## config.mk

```make
export PLATFORM = sky130hd
export DESIGN_NAME = dma_req_arbiter
export DESIGN_NICKNAME = d
export VERILOG_FILES = /design/src/rtl/dma_arb_pkg.sv /design/src/rtl/dma_arb_prio_pick.sv /design/src/rtl/dma_arb_rr_pick.sv /design/src/rtl/dma_arb_dup_check.sv /design/src/rtl/dma_req_arbiter.sv
export SDC_FILE = /design/constraint.sdc
export NUM_CORES = 1
export LEC_CHECK = 0
export BUFFER_PORTS_ARGS = -buffer_cell sky130_fd_sc_hd__buf_2
export CORE_MARGIN = 3
export CORE_UTILIZATION = 45
export DETAILED_ROUTE_END_ITERATION = 6
export GPL_ROUTABILITY_DRIVEN = 0
export SLEW_MARGIN = 20
export SYNTH_ARGS = -nofsm -noshare
export SYNTH_HDL_FRONTEND = slang
export SYNTH_HIERARCHICAL = 1
export SYNTH_SLANG_ARGS = --single-unit
```

## constraint.sdc

```tcl
create_clock -name clk -period 62.2 [get_ports clk]
set_clock_uncertainty 0.15 [all_clocks]
set_input_delay 12.44 -clock clk [delete_from_list [all_inputs] [get_ports clk]]
set_output_delay 12.44 -clock clk [all_outputs]
set_load 0.01 [all_outputs]
```

## src/rtl/dma_arb_pkg.sv

```systemverilog
package dma_arb_pkg;
    localparam int unsigned DEF_NUM_CH = 16;
    localparam int unsigned DEF_PRIO_W = 4;

    typedef enum logic {
        ARB_FIXED = 1'b0,
        ARB_ROUND = 1'b1
    } arb_mode_e;
endpackage

```

## src/rtl/dma_arb_prio_pick.sv

```systemverilog
module dma_arb_prio_pick #(
    parameter int unsigned NUM_CH = 16,
    parameter int unsigned PRIO_W = 4,
    localparam int unsigned IW = (NUM_CH > 1) ? $clog2(NUM_CH) : 1
) (
    input  logic [NUM_CH-1:0]        cand_i,
    input  logic [NUM_CH*PRIO_W-1:0] prio_i,
    output logic                     found_o,
    output logic [IW-1:0]            idx_o,
    output logic [PRIO_W-1:0]        prio_o
);
    // strict compare keeps the lowest index on equal priority
    always_comb begin
        found_o = 1'b0;
        idx_o   = '0;
        prio_o  = '0;
        for (int i = 0; i < NUM_CH; i++) begin
            if (cand_i[i] && (!found_o || prio_i[i*PRIO_W +: PRIO_W] > prio_o)) begin
                found_o = 1'b1;
                idx_o   = IW'(i);
                prio_o  = prio_i[i*PRIO_W +: PRIO_W];
            end
        end
    end
endmodule

```

## src/rtl/dma_arb_rr_pick.sv

```systemverilog
module dma_arb_rr_pick #(
    parameter int unsigned NUM_CH = 16,
    localparam int unsigned IW = (NUM_CH > 1) ? $clog2(NUM_CH) : 1
) (
    input  logic [NUM_CH-1:0] cand_i,
    input  logic [IW-1:0]     last_i,
    output logic              found_o,
    output logic [IW-1:0]     idx_o
);
    always_comb begin
        found_o = 1'b0;
        idx_o   = '0;
        for (int k = 1; k <= NUM_CH; k++) begin
            int c;
            c = (int'(last_i) + k) % NUM_CH;
            if (!found_o && cand_i[c]) begin
                found_o = 1'b1;
                idx_o   = IW'(c);
            end
        end
    end
endmodule

```

## src/rtl/dma_arb_dup_check.sv

```systemverilog
module dma_arb_dup_check #(
    parameter int unsigned NUM_CH = 16,
    parameter int unsigned PRIO_W = 4
) (
    input  logic [NUM_CH-1:0]        en_i,
    input  logic [NUM_CH*PRIO_W-1:0] prio_i,
    output logic                     dup_o
);
    logic [NUM_CH-1:0] row_hit;

    for (genvar gi = 0; gi < NUM_CH; gi++) begin : g_row
        always_comb begin
            row_hit[gi] = 1'b0;
            for (int j = gi + 1; j < NUM_CH; j++) begin
                if (en_i[gi] && en_i[j] &&
                    prio_i[gi*PRIO_W +: PRIO_W] == prio_i[j*PRIO_W +: PRIO_W])
                    row_hit[gi] = 1'b1;
            end
        end
    end

    assign dup_o = |row_hit;
endmodule

```

## src/rtl/dma_req_arbiter.sv

```systemverilog
module dma_req_arbiter
    import dma_arb_pkg::*;
#(
    parameter int unsigned NUM_CH = DEF_NUM_CH,
    parameter int unsigned PRIO_W = DEF_PRIO_W,
    localparam int unsigned IW = (NUM_CH > 1) ? $clog2(NUM_CH) : 1
) (
    input  logic                     clk,
    input  logic                     rst_n,
    input  logic                     rr_mode_i,
    input  logic [NUM_CH-1:0]        ch_req_i,
    input  logic [NUM_CH-1:0]        ch_en_i,
    input  logic [NUM_CH*PRIO_W-1:0] ch_prio_i,
    input  logic [NUM_CH-1:0]        ch_yield_ok_i,
    input  logic [NUM_CH-1:0]        ch_no_preempt_i,
    input  logic                     halt_i,
    input  logic                     dbg_stall_i,
    input  logic                     halt_on_err_i,
    input  logic                     err_i,
    input  logic                     halt_clr_i,
    input  logic                     done_i,
    output logic                     grant_valid_o,
    output logic [IW-1:0]            grant_idx_o,
    output logic                     active_o,
    output logic [IW-1:0]            active_idx_o,
    output logic                     suspend_o,
    output logic [IW-1:0]            suspend_idx_o,
    output logic                     err_halt_o,
    output logic                     prio_err_o
);
    typedef struct packed {
        logic          active;
        logic [IW-1:0] aidx;
        logic [IW-1:0] last;
        logic          gv;
        logic [IW-1:0] gidx;
        logic          susp;
        logic [IW-1:0] sidx;
        logic          ehalt;
        logic          perr;
    } arb_st_t;

    arb_st_t st_d, st_q;

    arb_mode_e mode;
    assign mode = arb_mode_e'(rr_mode_i);

    logic [NUM_CH-1:0] cand, pre_cand;
    logic              fx_found, rr_found, pr_found, dup;
    logic [IW-1:0]     fx_idx, rr_idx, pr_idx;
    logic [PRIO_W-1:0] fx_prio, pr_prio, act_prio;
    logic              blocked;

    assign cand     = ch_req_i & ch_en_i;
    assign pre_cand = cand & ~ch_no_preempt_i & ~(NUM_CH'(1) << st_q.aidx);
    assign act_prio = ch_prio_i[st_q.aidx*PRIO_W +: PRIO_W];
    assign blocked  = halt_i | dbg_stall_i | st_q.ehalt;

    dma_arb_prio_pick #(.NUM_CH(NUM_CH), .PRIO_W(PRIO_W)) u_fixed (
        .cand_i(cand), .prio_i(ch_prio_i),
        .found_o(fx_found), .idx_o(fx_idx), .prio_o(fx_prio)
    );

    dma_arb_prio_pick #(.NUM_CH(NUM_CH), .PRIO_W(PRIO_W)) u_preempt (
        .cand_i(pre_cand), .prio_i(ch_prio_i),
        .found_o(pr_found), .idx_o(pr_idx), .prio_o(pr_prio)
    );

    dma_arb_rr_pick #(.NUM_CH(NUM_CH)) u_round (
        .cand_i(cand), .last_i(st_q.last),
        .found_o(rr_found), .idx_o(rr_idx)
    );

    dma_arb_dup_check #(.NUM_CH(NUM_CH), .PRIO_W(PRIO_W)) u_dup (
        .en_i(ch_en_i), .prio_i(ch_prio_i), .dup_o(dup)
    );

    always_comb begin
        st_d      = st_q;
        st_d.gv   = 1'b0;
        st_d.susp = 1'b0;
        st_d.perr = dup;

        if (err_i && halt_on_err_i)
            st_d.ehalt = 1'b1;
        else if (halt_clr_i)
            st_d.ehalt = 1'b0;

        if (st_q.active && done_i)
            st_d.active = 1'b0;

        if (!blocked) begin
            if (!st_q.active) begin
                if (mode == ARB_ROUND && rr_found) begin
                    st_d.gv   = 1'b1;
                    st_d.gidx = rr_idx;
                end else if (mode == ARB_FIXED && fx_found) begin
                    st_d.gv   = 1'b1;
                    st_d.gidx = fx_idx;
                end
            end else if (mode == ARB_FIXED && !done_i &&
                         ch_yield_ok_i[st_q.aidx] && pr_found && pr_prio > act_prio) begin
                st_d.gv   = 1'b1;
                st_d.gidx = pr_idx;
                st_d.susp = 1'b1;
                st_d.sidx = st_q.aidx;
            end
        end

        if (st_d.gv) begin
            st_d.active = 1'b1;
            st_d.aidx   = st_d.gidx;
            st_d.last   = st_d.gidx;
        end
    end

    always_ff @(posedge clk or negedge rst_n) begin
        if (!rst_n) begin
            st_q      <= '0;
            st_q.last <= IW'(NUM_CH - 1);
        end else begin
            st_q <= st_d;
        end
    end

    assign grant_valid_o = st_q.gv;
    assign grant_idx_o   = st_q.gidx;
    assign active_o      = st_q.active;
    assign active_idx_o  = st_q.aidx;
    assign suspend_o     = st_q.susp;
    assign suspend_idx_o = st_q.sidx;
    assign err_halt_o    = st_q.ehalt;
    assign prio_err_o    = st_q.perr;

    AST_GRANT_ENABLED: assert property (@(posedge clk) disable iff (!rst_n)
        grant_valid_o |-> ((($past(ch_req_i & ch_en_i)) >> grant_idx_o) & NUM_CH'(1)) != '0);
    AST_GRANT_MARKS_ACTIVE: assert property (@(posedge clk) disable iff (!rst_n)
        grant_valid_o |-> (active_o && active_idx_o == grant_idx_o));
    AST_PLAIN_GRANT_IDLE: assert property (@(posedge clk) disable iff (!rst_n)
        (grant_valid_o && !suspend_o) |-> !$past(active_o));
    AST_DONE_RELEASES: assert property (@(posedge clk) disable iff (!rst_n)
        (active_o && done_i) |=> !grant_valid_o);
    AST_SUSPEND_WITH_GRANT: assert property (@(posedge clk) disable iff (!rst_n)
        suspend_o |-> (grant_valid_o && $past(active_o) && $past(active_idx_o) == suspend_idx_o));
    AST_NO_RR_PREEMPT: assert property (@(posedge clk) disable iff (!rst_n)
        suspend_o |-> !$past(rr_mode_i));
    AST_YIELD_NEEDED: assert property (@(posedge clk) disable iff (!rst_n)
        suspend_o |-> ((($past(ch_yield_ok_i)) >> suspend_idx_o) & NUM_CH'(1)) != '0);
    AST_HALT_BLOCKS: assert property (@(posedge clk) disable iff (!rst_n)
        (halt_i || dbg_stall_i) |=> !grant_valid_o);
    AST_ERR_HALT_SET: assert property (@(posedge clk) disable iff (!rst_n)
        (err_i && halt_on_err_i) |=> err_halt_o);
    AST_ERR_HALT_BLOCKS: assert property (@(posedge clk) disable iff (!rst_n)
        err_halt_o |=> !grant_valid_o);
endmodule

```

* Word level (Yosys, flattened, before mapping)
Cells that the tools add are included.
** Cells by class
- Add/subtract/negate cells :: 16
- Multipliers :: 0
- Div/mod/pow operators :: 0
- Order comparisons :: 48
- Eq/ne operators :: 120
- Shifts and indexed selects :: 2
- Multiplexer cells :: 289
- Bitwise logic cells :: 9
- Reductions and logical operators :: 373
** Operator list (number)
- 4-bit equality test :: 120
- 1-bit logical AND :: 293
- 4-bit 2-to-1 mux :: 63
- 1-bit 2-to-1 mux :: 190
- 4-bit > comparator :: 31
- 4-bit by 5-bit < comparator with 1-bit output, second input constant :: 17
- 1-bit binary-select mux with 4-bit select :: 17
- 64-bit by 7-bit indexed part select with 4-bit output :: 1
- 16-bit bitwise AND :: 3
- 1-bit zero test :: 46
- 4-bit adder, second input constant :: 8
- 16-bit NOT :: 2
- 1-bit logical OR :: 30
- 3-bit 2-to-1 mux :: 8
- 10-bit 2-to-1 mux :: 2
- 5-bit 2-to-1 mux :: 4
- 4-bit by 3-bit adder with 4-bit output, second input constant :: 4
- 1-bit by 4-bit << shifter with 16-bit output, first input constant :: 1
- 15-bit OR reduction :: 1
- 9-bit 2-to-1 mux :: 1
- 4-bit by 1-bit adder with 4-bit output, second input constant :: 2
- 4-bit by 2-bit adder with 4-bit output, second input constant :: 2
- 2-bit 2-to-1 mux :: 4
- 2-bit nonzero test :: 2
- other kinds (3) :: 5
** Storage, ports and cells
- Register bits after elaboration :: 21
- Latch bits :: 0
- Bits in writable memories :: 0
- ROM bits :: 0
- Output and inout port bits :: 17
- Memories kept :: 0

* Depth between registers and ports, before layout
- Depth after elaboration :: 70
- Mapped depth :: 149
- Gate-level depth less buffers :: 140

* Cells and area by module
The synthesis kept the hierarchy.
** By module, submodules not included
- dma_arb_dup_check :: instances 1, cells each 906, area each 7165.6 µm², sequential area each 0.0 µm²
- dma_arb_prio_pick :: instances 2, cells each 456, area each 3184.3 µm², sequential area each 0.0 µm²
- dma_arb_rr_pick :: instances 1, cells each 264, area each 2238.4 µm², sequential area each 0.0 µm²
- dma_req_arbiter :: instances 1, cells each 227, area each 2164.6 µm², sequential area each 530.5 µm²

* Worst setup path after synthesis
Ideal clock, no wire load.
- Path kind :: input port to flip-flop
- Start point :: in ch_req_i[0]
- End point :: reg st_q, in the netlist suspend_idx_o[0]
- Arrival time :: 35.628 ns
- Required time :: 61.925 ns
- Setup slack :: 26.297 ns
- Stages on the path :: 137
- Path buffers :: 6
- Cell sequence :: nand2_1 -> a211oi_1 -> buf_6 -> buf_2 -> nand2_1 -> ha_1 -> nand4_1 -> o21ai_0 -> a21o_1 -> and2_1 -> a21oi_1 -> ha_1 -> nor2b_1 -> o211ai_1 -> a31o_2 -> nor2_1 -> or2_2 -> ha_1 -> [... 101 more ...] -> nor2b_1 -> o21ai_0 -> nand2b_1 -> a21oi_1 -> a41oi_1 -> o21a_1 -> clkbuf_1 -> nor2_1 -> a21oi_1 -> o31a_1 -> inv_1 -> ha_1 -> nand4_1 -> nand3_1 -> a311oi_2 -> nand4_4 -> nor2_2 -> mux2_2
** Between the ends
- Longest elaborated chain between the ends :: 67
- Elaborated cells on any way between the ends :: 99
** RTL lines
- from (decl) :: line dma_req_arbiter.sv:11 : input logic [NUM_CH-1:0] ch_req_i,
- 16-bit bitwise AND * :: line dma_req_arbiter.sv:54 : assign cand = ch_req_i & ch_en_i;
- 16-bit bitwise AND * (2 in series) :: line dma_req_arbiter.sv:55 : assign pre_cand = cand & ~ch_no_preempt_i & ~(NUM_CH'(1) << st_q.aidx);
- net pre_cand[0] :: line dma_req_arbiter.sv:48 : logic [NUM_CH-1:0] cand, pre_cand;
- 4-bit 2-to-1 mux or 1-bit 2-to-1 mux (tied branches) :: line dma_arb_prio_pick.sv:18 : if (cand_i[i] && (!found_o || prio_i[i*PRIO_W +: PRIO_W] > prio_o)) begin
- 4-bit > comparator or 1-bit zero test (tied branches) :: line dma_arb_prio_pick.sv:18
- 1-bit logical OR :: line dma_arb_prio_pick.sv:18
- 1-bit logical AND :: line dma_arb_prio_pick.sv:18
- 4-bit 2-to-1 mux or 1-bit 2-to-1 mux (tied branches) :: line dma_arb_prio_pick.sv:18
- [... 52 more ...]
- 4-bit > comparator or 1-bit zero test (tied branches) :: line dma_arb_prio_pick.sv:18
- 1-bit logical OR :: line dma_arb_prio_pick.sv:18
- 1-bit logical AND :: line dma_arb_prio_pick.sv:18
- 4-bit 2-to-1 mux * :: line dma_arb_prio_pick.sv:18
- net pr_prio[0] :: line dma_req_arbiter.sv:51 : logic [PRIO_W-1:0] fx_prio, pr_prio, act_prio;
- 4-bit > comparator * :: line dma_req_arbiter.sv:102 : ch_yield_ok_i[st_q.aidx] && pr_found && pr_prio > act_prio) begin
- 1-bit logical AND * :: line dma_req_arbiter.sv:102
- 3-bit AND reduction (no source line) *
- to (signal assigned) :: line dma_req_arbiter.sv:122 : st_q <= st_d;
- to (decl) :: line dma_req_arbiter.sv:43 : arb_st_t st_d, st_q;
The timed path passes the listed nets; every way through them passes the cells marked *.
A chain may end at the register's enable or synchronous reset.

* Final worst setup path
- Start point :: in ch_en_i[0]
- End point :: reg st_q, in the netlist suspend_idx_o[1]
** Between the ends
- Longest elaborated chain between the ends :: 67
- Elaborated cells on any way between the ends :: 99
** RTL lines
- from (decl) :: line dma_req_arbiter.sv:12 : input logic [NUM_CH-1:0] ch_en_i,
- 16-bit bitwise AND * :: line dma_req_arbiter.sv:54
- 16-bit bitwise AND * (2 in series) :: line dma_req_arbiter.sv:55
- net pre_cand[0] :: line dma_req_arbiter.sv:48
- 4-bit 2-to-1 mux or 1-bit 2-to-1 mux (tied branches) :: line dma_arb_prio_pick.sv:18
- 4-bit > comparator or 1-bit zero test (tied branches) :: line dma_arb_prio_pick.sv:18
- 1-bit logical OR :: line dma_arb_prio_pick.sv:18
- 1-bit logical AND :: line dma_arb_prio_pick.sv:18
- 4-bit 2-to-1 mux or 1-bit 2-to-1 mux (tied branches) :: line dma_arb_prio_pick.sv:18
- [... 52 more ...]
- 4-bit > comparator or 1-bit zero test (tied branches) :: line dma_arb_prio_pick.sv:18
- 1-bit logical OR :: line dma_arb_prio_pick.sv:18
- 1-bit logical AND :: line dma_arb_prio_pick.sv:18
- 4-bit 2-to-1 mux * :: line dma_arb_prio_pick.sv:18
- net pr_prio[0] :: line dma_req_arbiter.sv:51
- 4-bit > comparator * :: line dma_req_arbiter.sv:102
- 1-bit logical AND * :: line dma_req_arbiter.sv:102
- 3-bit AND reduction (no source line) *
Marked as above.

==> reports/results.tsv <==
stage	metric	value	unit
cells_and_area	nNetsFinal	2535	
clock_tree	tritoncts	built	
timing	rsz0062_at_grt	false	
pwr	leakagePower	7.47	nW
routing	routed_wl	74200	um
clock_tree	clk_pin_slew	0.06	ns
routing	viasPerCell	6.87	
routing	dr.pass1.iters	7	
timing	finalCritPeriodShare	66.4	%
timing	tightest_slew	1.08	ns
die	row_count	72	
yosys	synth_area	17900	um2
timing	maxSlewViolCount	0	
grt	grt.total_usage	33.2	%
setup_path	critical-path-slowest-cell	a21oi_1	
grt	grt_pass1_vias	18400	
placement	dp_slack	21.57	ns
routing	ant_nets	0	
routing	drc	1	
clock_tree	htreeDepth	1	
yosys	synth_nets	2553	
die	die_area	42100	um2
yosys	syn_inst	2298	
yosys	ys_warn_count	6	
cells_and_area	syn2layout_area_growth	0.182	%
clock_tree	clockRootBuffer	clkbuf_16	
timing	relSlewSlack	26.9	%
clock_tree	post_cts_resized	0	
die	die_w	205	um
pwr	ir_drop	29.9	uV
clock_tree	post_cts_buffers	0	
run_status	violations	design-rule violations	
setup_path	cp-end-kind	register	
grt	grt_pass1_wl	109000	um
yosys	syn_avg_cell_area	7.78	um2
clock_tree	holdBufCountCts	0	
timing	setup_tns	0	ns
setup_path	worst_ep_arrival_time	41.27	ns
placement	port_buffers	153	
run_status	status	complete, but fails checks	
timing	period_needed	41.28	ns
timing	final.setup.worst_slack	20.92	ns
placement	post-dp-hpwl	49500	um
die	die_h	205	um
min_path	hp-class	reg -> reg	
setup_path	crit_required	62.19	ns
setup_path	startpoint_type	primary input	
timing	fmax	24.2	MHz
clock_tree	clock_path_buffers	2	
grt	grt_antenna_before_repair	8	
die	coreArea	38900	um2
setup_path	crit_fanout	17	
routing	via_count	19300	
routing	drt_iter0_markers	2679	
setup_path	slowest_delay	0.73	ns
routing	routedWlPerCell	26.5	um
grt	gr-total-overflow	0	
timing	hold_viol	0	
clock_tree	cts_buffers	3	
pwr	p_per_area	30.8	nW/um2
pwr	power.total	0.551	mW
grt	grt_max_degree	32	
die	io_pins	154	
timing	setup_viol	0	
setup_path	path_class	in -> reg	
clock_tree	cts.sinks	21	
run	drv_cap	0	
die	initial_core_util	45.9	%
clock_tree	worst_skew_pair.late_latency	0.26	ns
cells_and_area	drive_above_1_share	14.3	%
## where the power goes
| part | internal (mW) | switching, mW | leakage [nW] | total, mW |
|---|---|---|---|---|
| logic | 0.200 | 0.305 | 7.18 | 0.505 |
| registers | 0.0197 | 0.0126 | 0.249 | 0.0323 |
| clock network | 0.00864 | 0.00517 | 0.0409 | 0.0138 |
## metal layers
layer  vias up  global-route usage, %  wire length, um
met4         0                   17.4             4060
li1       8334                      -                -
met3       337                   6.91             9480
met2      1492                   50.8            31500
met5         -                      0                0
met1      9096                   44.1            29100
## stage by stage
step / util [%] / instance area, um2 / hold slack [ns] / std cells
5_1_grt: 46.0 / 17900 / 0.377 / 2803
3_3_place_gp: 45.7 / 17800 / 0.337 / 2793
4_1_cts: 46.0 / 17900 / 0.354 / 2797
3_5_place_dp: 45.7 / 17800 / 0.341 / 2793
6_report: 46.0 / 17900 / 0.350 / 2804
2_1_floorplan: - / 17900 / 0.289 / 2298
## worst max-delay path, delay by kind of cell
kind                       cells  cell delay (ns)
muxes                          8             2.95
adders and majority gates     16             4.85
buffers and inverters          6             0.81
and+or+nand+nor               37             5.59
AOI/OAI and AO/OA             66            14.55
## worst paths after layout
| kind | start | to | slack [ns] | cells after the start |
|---|---|---|---|---|
| min in group asynchronous | rst_n | err_halt_o | 11.98 | 1 |
| worst max-delay path | ch_en_i[0] | suspend_idx_o[1] | 20.92 | 133 |
| worst min register to register | suspend_idx_o[3] | suspend_idx_o[3] | 0.35 | 1 |
| worst min-delay path | suspend_idx_o[3] | suspend_idx_o[3] | 0.35 | 1 |
| worst max register to register | active_idx_o[1] | suspend_idx_o[1] | 32.28 | 134 |
| max in group asynchronous | rst_n | active_idx_o[0] | 49.57 | 1 |
## sequential cells by signal, indices dropped and copies added (netlist names)
signal         cells
err_halt_o         1
grant_valid_o      1
active_o           1
suspend_idx_o      4
suspend_o          1
st_q               4
prio_err_o         1
active_idx_o       4
grant_idx_o        4
## cells in the final DEF, fill, tap and decap left out, types with 9 or more instances in the layout
cell and n:
a2111oi_0 9, a211oi_1 27, a21o_1 27, a21oi_1 108, a311oi_1 18, a31oi_1 26, and2_1 18, buf_2 153
buf_4 27, dfrtp_1 16, ha_1 118, inv_1 131, mux2_2 40, mux2i_1 47, mux4_2 49, nand2_1 122
nand2b_1 32, nand3_1 109, nand4_1 74, nor2_1 91, nor2b_1 31, nor3_1 59, nor4_1 103, o211a_1 10
o211ai_1 14, o21a_1 24, o21ai_0 61, o21ai_1 14, o22ai_1 21, o31a_1 11, o31ai_1 12, or3_1 9
xnor2_1 127, xor2_1 362
## final cells by class
cell class              instances  area, um2
diodes                          7       17.5
clock buffers                   3       75.1
clock inverters                 1       5.00
fillers                      3965      21000
inverters                     134        503
multi-input cells            1940      15200
flip-flops and latches         21        532
well taps                     518        648
repair buffers                180        968
(Power assumes the default switching activity.)
